==> src/rtl/hitrx_pkg.sv <==
`timescale 1ns/1ps
package hitrx_pkg;

    localparam int HITRX_LANES  = 32;
    localparam int HITRX_ADDR_W = 6;

    // Lane frame state: waiting for a flag, shifting address bits,
    // or swallowing the bits behind a rejected flag.
    typedef enum logic [1:0] {
        LN_IDLE  = 2'd0,
        LN_SHIFT = 2'd1,
        LN_DROP  = 2'd2
    } lane_state_e;

    // One-cycle events a lane reports to its BC alignment slot.
    typedef struct packed {
        logic flag;   // flag accepted this cycle
        logic drop;   // flag rejected this cycle (dead BC)
        logic done;   // last address bit stored this cycle
    } lane_evt_t;

    // True when the bit counter points at the final address bit.
    function automatic logic is_last_bit(input int unsigned cnt, input int unsigned aw);
        return cnt == aw - 1;
    endfunction

endpackage

==> src/rtl/hitrx_bc_edge.sv <==
`timescale 1ns/1ps
module hitrx_bc_edge (
    input  logic clk,
    input  logic rst,
    input  logic bc_clk,
    output logic bc_tick
);
    logic bc_q;

    always_ff @(posedge clk) begin
        if (rst) bc_q <= 1'b0;
        else     bc_q <= bc_clk;
    end

    // First fast cycle with the BC clock high opens a new BC.
    assign bc_tick = bc_clk & ~bc_q;
endmodule

==> src/rtl/hitrx_lane.sv <==
`timescale 1ns/1ps
module hitrx_lane
    import hitrx_pkg::*;
#(
    parameter int AW = HITRX_ADDR_W
) (
    input  logic          clk,
    input  logic          rst,
    input  logic          ser,
    input  logic          block,
    output lane_evt_t     evt,
    output logic [AW-1:0] addr
);
    localparam int CW = (AW > 1) ? $clog2(AW) : 1;

    lane_state_e   st;
    logic [CW-1:0] cnt;
    logic [AW-2:0] sh;
    logic          last;

    assign last = is_last_bit(int'(cnt), AW);

    always_ff @(posedge clk) begin
        if (rst) begin
            st  <= LN_IDLE;
            cnt <= '0;
            sh  <= '0;
        end else begin
            unique case (st)
                LN_IDLE: begin
                    if (ser) begin
                        cnt <= '0;
                        st  <= block ? LN_DROP : LN_SHIFT;
                    end
                end
                LN_SHIFT: begin
                    sh <= {sh[AW-3:0], ser};
                    if (last) begin
                        st  <= LN_IDLE;
                        cnt <= '0;
                    end else begin
                        cnt <= cnt + 1'b1;
                    end
                end
                LN_DROP: begin
                    if (last) begin
                        st  <= LN_IDLE;
                        cnt <= '0;
                    end else begin
                        cnt <= cnt + 1'b1;
                    end
                end
                default: st <= LN_IDLE;
            endcase
        end
    end

    always_comb begin
        evt.flag = (st == LN_IDLE) && ser && !block;
        evt.drop = (st == LN_IDLE) && ser && block;
        evt.done = (st == LN_SHIFT) && last;
    end

    // Completed word: five stored bits plus the bit on the line now.
    assign addr = {sh, ser};
endmodule

==> src/rtl/hitrx_slot.sv <==
`timescale 1ns/1ps
module hitrx_slot
    import hitrx_pkg::*;
#(
    parameter int AW = HITRX_ADDR_W
) (
    input  logic          clk,
    input  logic          rst,
    input  logic          bc_tick,
    input  lane_evt_t     evt,
    input  logic [AW-1:0] addr_in,
    output logic          block,
    output logic          flag_o,
    output logic          err_o,
    output logic          val_o,
    output logic [AW-1:0] addr_o
);
    logic          flag_pend;
    logic          err_pend;
    logic          rdy;
    logic [AW-1:0] hold;

    // Dead BC: the BC right after one in which this lane flagged.
    // In the opening cycle the pending flag is about to become "previous".
    assign block = bc_tick ? flag_pend : flag_o;

    always_ff @(posedge clk) begin
        if (rst) begin
            flag_pend <= 1'b0;
            err_pend  <= 1'b0;
            rdy       <= 1'b0;
            hold      <= '0;
            flag_o    <= 1'b0;
            err_o     <= 1'b0;
            val_o     <= 1'b0;
            addr_o    <= '0;
        end else begin
            if (evt.done) hold <= addr_in;
            if (bc_tick) begin
                flag_o    <= flag_pend;
                err_o     <= err_pend;
                val_o     <= rdy;
                addr_o    <= hold;
                flag_pend <= evt.flag;
                err_pend  <= evt.drop;
                rdy       <= evt.done;
            end else begin
                flag_pend <= flag_pend | evt.flag;
                err_pend  <= err_pend | evt.drop;
                rdy       <= rdy | evt.done;
            end
        end
    end
endmodule

==> src/rtl/flag_hit_rx.sv <==
`timescale 1ns/1ps
module flag_hit_rx
    import hitrx_pkg::*;
#(
    parameter int NCH = HITRX_LANES,
    parameter int AW  = HITRX_ADDR_W
) (
    input  logic            clk,
    input  logic            rst,
    input  logic            bc_clk,
    input  logic [NCH-1:0]  ser_in,
    output logic [NCH-1:0]  hit_flags,
    output logic [NCH-1:0]  addr_valid,
    output logic [NCH*AW-1:0] addr_bus,
    output logic [NCH-1:0]  dead_err
);
    logic bc_tick;

    hitrx_bc_edge u_edge (
        .clk    (clk),
        .rst    (rst),
        .bc_clk (bc_clk),
        .bc_tick(bc_tick)
    );

    for (genvar i = 0; i < NCH; i++) begin : g_lane
        lane_evt_t     evt;
        logic [AW-1:0] word;
        logic          block;

        hitrx_lane #(.AW(AW)) u_lane (
            .clk  (clk),
            .rst  (rst),
            .ser  (ser_in[i]),
            .block(block),
            .evt  (evt),
            .addr (word)
        );

        hitrx_slot #(.AW(AW)) u_slot (
            .clk    (clk),
            .rst    (rst),
            .bc_tick(bc_tick),
            .evt    (evt),
            .addr_in(word),
            .block  (block),
            .flag_o (hit_flags[i]),
            .err_o  (dead_err[i]),
            .val_o  (addr_valid[i]),
            .addr_o (addr_bus[i*AW +: AW])
        );
    end
endmodule

==> config.mk <==
export PLATFORM = sky130hd
export DESIGN_NAME = flag_hit_rx
export DESIGN_NICKNAME = d
export VERILOG_FILES = /design/src/rtl/hitrx_pkg.sv /design/src/rtl/hitrx_bc_edge.sv /design/src/rtl/hitrx_lane.sv /design/src/rtl/hitrx_slot.sv /design/src/rtl/flag_hit_rx.sv
export SDC_FILE = /design/constraint.sdc
export NUM_CORES = 2
export LEC_CHECK = 0
export ABC_AREA = 1
export BUFFER_PORTS_ARGS = -buffer_cell sky130_fd_sc_hd__buf_4
export CORE_UTILIZATION = 40
export DETAILED_ROUTE_END_ITERATION = 8
export GPL_TIMING_DRIVEN = 0
export PLACE_DENSITY = 0.61
export SYNTH_ARGS = -nofsm -noshare
export SYNTH_HDL_FRONTEND = slang
export SYNTH_HIERARCHICAL = 1
export SYNTH_SLANG_ARGS = --single-unit
==> constraint.sdc <==
create_clock -name clk -period 3.3 [get_ports clk]
set_clock_uncertainty 0.15 [all_clocks]
set_input_delay 0.66 -clock clk [delete_from_list [all_inputs] [get_ports clk]]
set_output_delay 0.66 -clock clk [all_outputs]
set_load 0.005 [all_outputs]
; ---- Word level (Yosys, flattened, before mapping)
; Index checks and enable logic that the tools add are counted.
[totals]
ff_bits = 897
input_bits = 35
output_inout_bits = 288
wordCells = 1315
[op_classes]
addsub = 32
eq_ne = 160
n_mux = 352
bitwise_logic = 98
n_reduce_logical = 320
[ops]
columns = cell, n
row1 = $mux W2, 96
row2 = $mux W3, 64
row3 = $pmux W3 S2, 32
row4 = $logic_and A1 B1 Y1, 128
row5 = $mux W1, 128
row6 = $pmux W2 S2, 32
row7 = $reduce_and A2 Y1, 64
row8 = $add A3 B1 Y3 const B, 32
row9 = $eq A3 B3 Y1 const B, 32
row10 = $or A1 B1 Y1, 96
row11 = $eq A2 B1 Y1 const B, 32
row12 = $eq A2 B2 Y1 const B, 32
row13 = $logic_not A2 Y1, 32
row14 = $ne A2 B1 Y1 const B, 32
row15 = $ne A2 B2 Y1 const B, 32
row16 = $reduce_bool A2 Y1, 32
row17 = $reduce_or A2 Y1, 32
row18 = $logic_not A1 Y1, 32
row19 = $and A1 B1 Y1, 1
row20 = $not A1 Y1, 1

; ---- Longest topological paths before layout
[logic_depth]
depth_word = 7
ltp_mapped = 10
mapped_depth_nobuf = 9

; ---- By module
; Netlist, hierarchy kept.
[by_module_without_submodules]
columns = mod, n_inst, cells_per_inst, area_each_um2, seq_area_each_um2
row1 = hitrx_slot, 32, 78, 649.4, 360.3
row2 = hitrx_lane, 32, 72, 514.2, 200.2
row3 = hitrx_bc_edge, 1, 4, 31.3, 20.0

; ---- Least setup slack after synthesis
; OpenSTA, ideal clock, no wires.
[synth_path]
path_kind = input port to flip-flop
start = input port bc_clk
end = register g_lane[0].u_slot.err_pend
setup_time_ns = 0.070
arrival_ns = 3.388
required_time_ns = 3.080
path_slack_ns = -0.307
stages = 9
n_path_buf = 1
cell_sequence = inv_1 > nor2_1 > buf_6 > nand2_1 > nand2_1 > inv_1 > nor2_1 > inv_1 > a21oi_1
[synth_lines]
columns = item, line
row1 = "start, declared", flag_hit_rx.sv:10  ; input logic bc_clk,
row2 = "end signal, assigned", hitrx_slot.sv:45  ; err_pend <= evt.drop;
row3 = "end signal, assigned", hitrx_slot.sv:49  ; err_pend <= err_pend | evt.drop;
row4 = "end, declared", hitrx_slot.sv:19  ; logic err_pend;

==> results by stage <==
Outcome:
- The run finished with clean final reports.

Route:
- In the routed layout, each cell is associated on average with a via count of between 4 and 5.
- The number of iterations in the first detailed-routing pass is 5.
- The DRC violation total after the first TritonRoute iteration is roughly 1500.
- The remaining design rule violation count is 0.
- In the final routed layout, each cell accounts on average for between 10 and 15 um.
- The total length of routed wires is between 70000 and 80000 um.
- Once detail routing completed, the nets flagged for antenna violations numbered 0.
- For this block, the via count after detailed routing is 30100.

Worst setup path:
- The delay of the slowest critical-path stage is 0.42 ns.
- The maximum fanout along the worst path is 14.
- The worst setup path is captured at a flip-flop.
- Among all stages on the critical path, the largest delay is contributed by nor2_4.
- The startpoint of the worst setup timing path is u_edge/bc_q$_SDFF_PP0_.
- The top cell family by delay on the critical path is simple AND/OR/NAND/NOR gates.
- The worst path required time is 3.74 ns.
- Counting both buffers and inverters, the worst setup path holds a total of 4.
- The data arrival at the endpoint of the critical path is 2.48 ns.
- The startpoint identified for the worst register-to-register timing path is u_edge/bc_q$_SDFF_PP0_.
- Walking the worst path, the cells encountered are nor2_4 -> buf_12 -> buf_6 -> nand2_1 -> nand2_1 -> inv_1 -> nor2_1 -> inv_1 -> a21oi_1.
- The worst setup path is launched from a flip-flop.
- The worst setup path category is flip-flop to flip-flop.

Min path:
- The startpoint of the tightest hold check path is bc_clk.
- The min-delay analysis places its worst path in the category input port to flip-flop.

STA:
- The total of endpoints with negative setup slack in the final report is 0.
- The hold violation total from the final report is 0.
- The worst path in the final design needs a cycle of between 2 and 2.5 ns, including I/O delays and setup.
- Setup repair after global routing left no endpoint under its margin.
- Setup total negative slack on the finished layout was measured at 0 ns.
- The worst pin sits at a relative slew slack of between 40% and 50%.
- The final hold slack is 0.100 ns.
- The maximum clock rate is 488 MHz.
- Setup slack on the critical path of the routed design comes to 1.25 ns.
- The number of pins exceeding their max-slew limit in the final report is 0.
- The slew of the pin with the lowest slew margin is between 0.7 and 0.8 ns.
- The portion of the clock cycle consumed by the worst path in the final layout is 62.1%.

Floorplan:
- The die covers 0.0944 mm2.
- Row generation in the floorplan step produced about 110 rows.
- The die span in x is 307 um.
- The height of the die is approximately 300 um.
- 323 I/O pins were placed.
- Once the floorplan was initialized, standard cells occupied 40.5% of the core.
- After floorplanning, the core was sized to cover 0.0919 mm2.

Clock tree:
- Counting every sink on the clock net gives 897.
- The clock insertion delay at the later pin of the skew report is 0.66 ns.
- Gates resized during post-CTS repair numbered 0.
- Clock tree synthesis selected as its root buffer the cell clkbuf_16.
- The CTS tree is done.
- The hold buffer count at CTS is 0.
- No sink is reached through more buffers than the 3 on the longest clock path.
- In this run the number of H-tree levels came out at 3.
- Once the clock tree was built, the setup fixing pass inserted 0 buffers.
- Clock tree synthesis inserted a total of 100 buffers.
- After clock tree synthesis, the clock-pin slew on the worst setup and hold paths is 0.05 ns.

Synth:
- The total of warnings raised by yosys is 6.
- After synthesis, the netlist uses 20 different library cells.
- Counting every instance in the synthesized netlist gives 4804.
- The flop and latch count out of synthesis is around 900.
- The synthesized net count is 4935.
- In this run the cell area of the synthesized design comes to 0.0373 mm2.
- The average cell area after synthesis is 7.76 um2.
- Summing the sequential cell areas from Yosys gives 48.2% of the chip area.

Global routing:
- The number of global-route vias before repair is 28000.
- The all-layer global routing usage is 16.6%.
- Entering global routing, the biggest net connects 77 pins.
- The number of antenna violations at the first check in global routing came to 0.
- The first global-routing pass estimated 134000 um of wire.
- For this run the aggregate overflow at the end of global routing stands at 0.

Layout:
- In the final layout, the multi-input gates occupy 0.0159 mm2.
- The repair_antennas step left the layout with diodes totalling 0.
- For this run, the post-layout net count is 5363.
- The filler cell count in the final layout is roughly 9200.
- The sequential cell area in the final layout is 0.0180 mm2.
- The layout-stage area growth over the synthesis result is 20.0%.
- The fraction of layout cells with a size suffix above 1 is 18.8%.
- Summing all non-filler instances in the final layout gives an area of 0.0447 mm2.

Power:
- The share of total power dissipated in combinational logic is 28.1%.
- The switching part of the total is 33.6%.
- The power share of the sequential group is 39.5%.
- The leakage component of the power is 20.4 nW.
- The completed layout was analyzed and its total power is 34.7 mW.
- The clock share of power is roughly a third.
- The internal power of the cells totals 23.0 mW.
- Summed over all nets, the switching power comes to 11.7 mW.
- The worst-case IR drop observed on VDD is 0.428 mV.
- For this design the ratio of total power to cell area is a little under 800 mW/mm2.

Run:
- The number of maximum-capacitance violations is 0.

Placed design:
- After legalization and detailed placement, the total HPWL measured 55800 um.
- In this run the tool buffered the top-level ports with 322 buffer cells.
- The instance area after placement is about 0.041 mm2.
- Prior to clock tree synthesis, the placed netlist has a worst setup slack of 0.773 ns.
- The final weighted congestion of routability-driven global placement is 0.774.
## cell usage in the layout, fill, tap and decap left out
cell type   Yosys  final
o21ai_4        32     32
clkinv_2        0     17
clkinv_8        0      2
clkinv_4        0      1
nand3_2        32     32
nor2_2         32     32
buf_8           0      1
a21oi_1       224    224
inv_2          64     64
clkbuf_16       0    103
buf_12         32     34
clkinvlp_4      0      2
ha_1           96     96
inv_4          32     32
inv_1         289    289
nand2_1       480    480
nor2_4          0      1
buf_4          32    353
buf_16          0      2
dfxtp_1       897    897
buf_6          64     64
inv_6          32     35
clkbuf_8        0     23
or2_1          64     64
nand3_1        96     96
nand2_2       160    160
clkbuf_1        0     23
o21ai_0       608    608
bufinv_16       0      7
o21ai_1        32     32
nor2_1       1506   1505
## layout make-up
| cell class | count | area share, % |
|---|---|---|
| plain buffers | 128 | 3.58 |
| inverters | 417 | 4.04 |
| clock buffers | 149 | 6.67 |
| well taps | 1243 | 3.48 |
| clock inverters | 32 | 0.845 |
| repair buffers | 326 | 5.64 |
| multi-input cells | 3362 | 35.6 |
| flip-flops and latches | 897 | 40.2 |
## power by group through the flow
stage | Clock [mW] | Combinational (mW) | Sequential, mW
global placement | 0 | 9.64 | 13.9
detailed placement | 0 | 9.77 | 13.9
floorplan | 0 | 7.97 | 13.6
finish | 11.2 | 9.76 | 13.7
CTS | 11.6 | 9.83 | 13.7
global route | 12.0 | 11.3 | 13.9
## through the flow
step / utilization [%] / cells
after floorplan: - / 4804
after global placement: 44.9 / 6369
after detailed placement: 45.0 / 6373
after CTS: 48.6 / 6554
after global routing: 48.6 / 6554
final: 48.6 / 6554
## routing by layer
| metal | part of all wire, % | global-route usage, % | vias to the layer above |
|---|---|---|---|
| li1 | - | - | 16100 |
| met1 | 49 | 22.3 | 13500 |
| met2 | 44 | 26.8 | 398 |
| met3 | 4.6 | 3.50 | 85 |
| met4 | 1.8 | 4.81 | 0 |
| met5 | 0 | 0 | - |
## final timing paths
check,endpoint,slack [ns],cells past startpoint
setup reg to reg,g_lane[10].u_slot/err_pend$_SDFF_PP0_,1.25,9
hold reg to reg,g_lane[24].u_slot/rdy$_SDFF_PP0_,0.31,2
setup / recovery,g_lane[10].u_slot/err_pend$_SDFF_PP0_,1.25,9
hold / removal,u_edge/bc_q$_SDFF_PP0_,0.10,3
## sequential cells by signal (all words and copies together), names as in the netlist, 64 cells and up
register,flops
g_lane.u_lane/cnt,96
g_lane.u_lane/sh,160
g_lane.u_lane/st,64
g_lane.u_slot/addr_o,192
g_lane.u_slot/hold,192
## cell families (layout without fill, tap and decap cells)
logic type                 count (synthesis)  in the layout  share of synthesized area [%]
AOI/OAI and AO/OA                        896            896                           13.0
adders and majority gates                 96             96                           3.22
buffers and inverters                    545           1052                           9.14
DFF                                      897            897                           48.2
and+or+nand+nor                         2370           2370                           26.4
## worst reg2reg max path: stages (launching register included)
cell     delay (ns)
dfxtp_1        0.32
nor2_4         0.42
buf_12         0.26
buf_6          0.23
nand2_1        0.08
nand2_1        0.15
inv_1          0.06
nor2_1         0.13
inv_1          0.05
a21oi_1        0.12
## synth_stat cells
cell type / instances / area share, %
inv_4: 32 / 0.54
a21oi_1: 224 / 3.0
nand3_2: 32 / 0.86
or2_1: 64 / 1.1
nand3_1: 96 / 1.3
o21ai_4: 32 / 1.4
inv_6: 32 / 0.75
dfxtp_1: 897 / 48
buf_12: 32 / 1.7
o21ai_1: 32 / 0.43
inv_1: 289 / 2.9
nor2_2: 32 / 0.54
nor2_1: 1506 / 15
nand2_2: 160 / 2.7
buf_4: 32 / 0.64
o21ai_0: 608 / 8.2
ha_1: 96 / 3.2
inv_2: 64 / 0.64
nand2_1: 480 / 4.8
buf_6: 64 / 1.9
No activity file was read; power rests on OpenSTA's default activity.
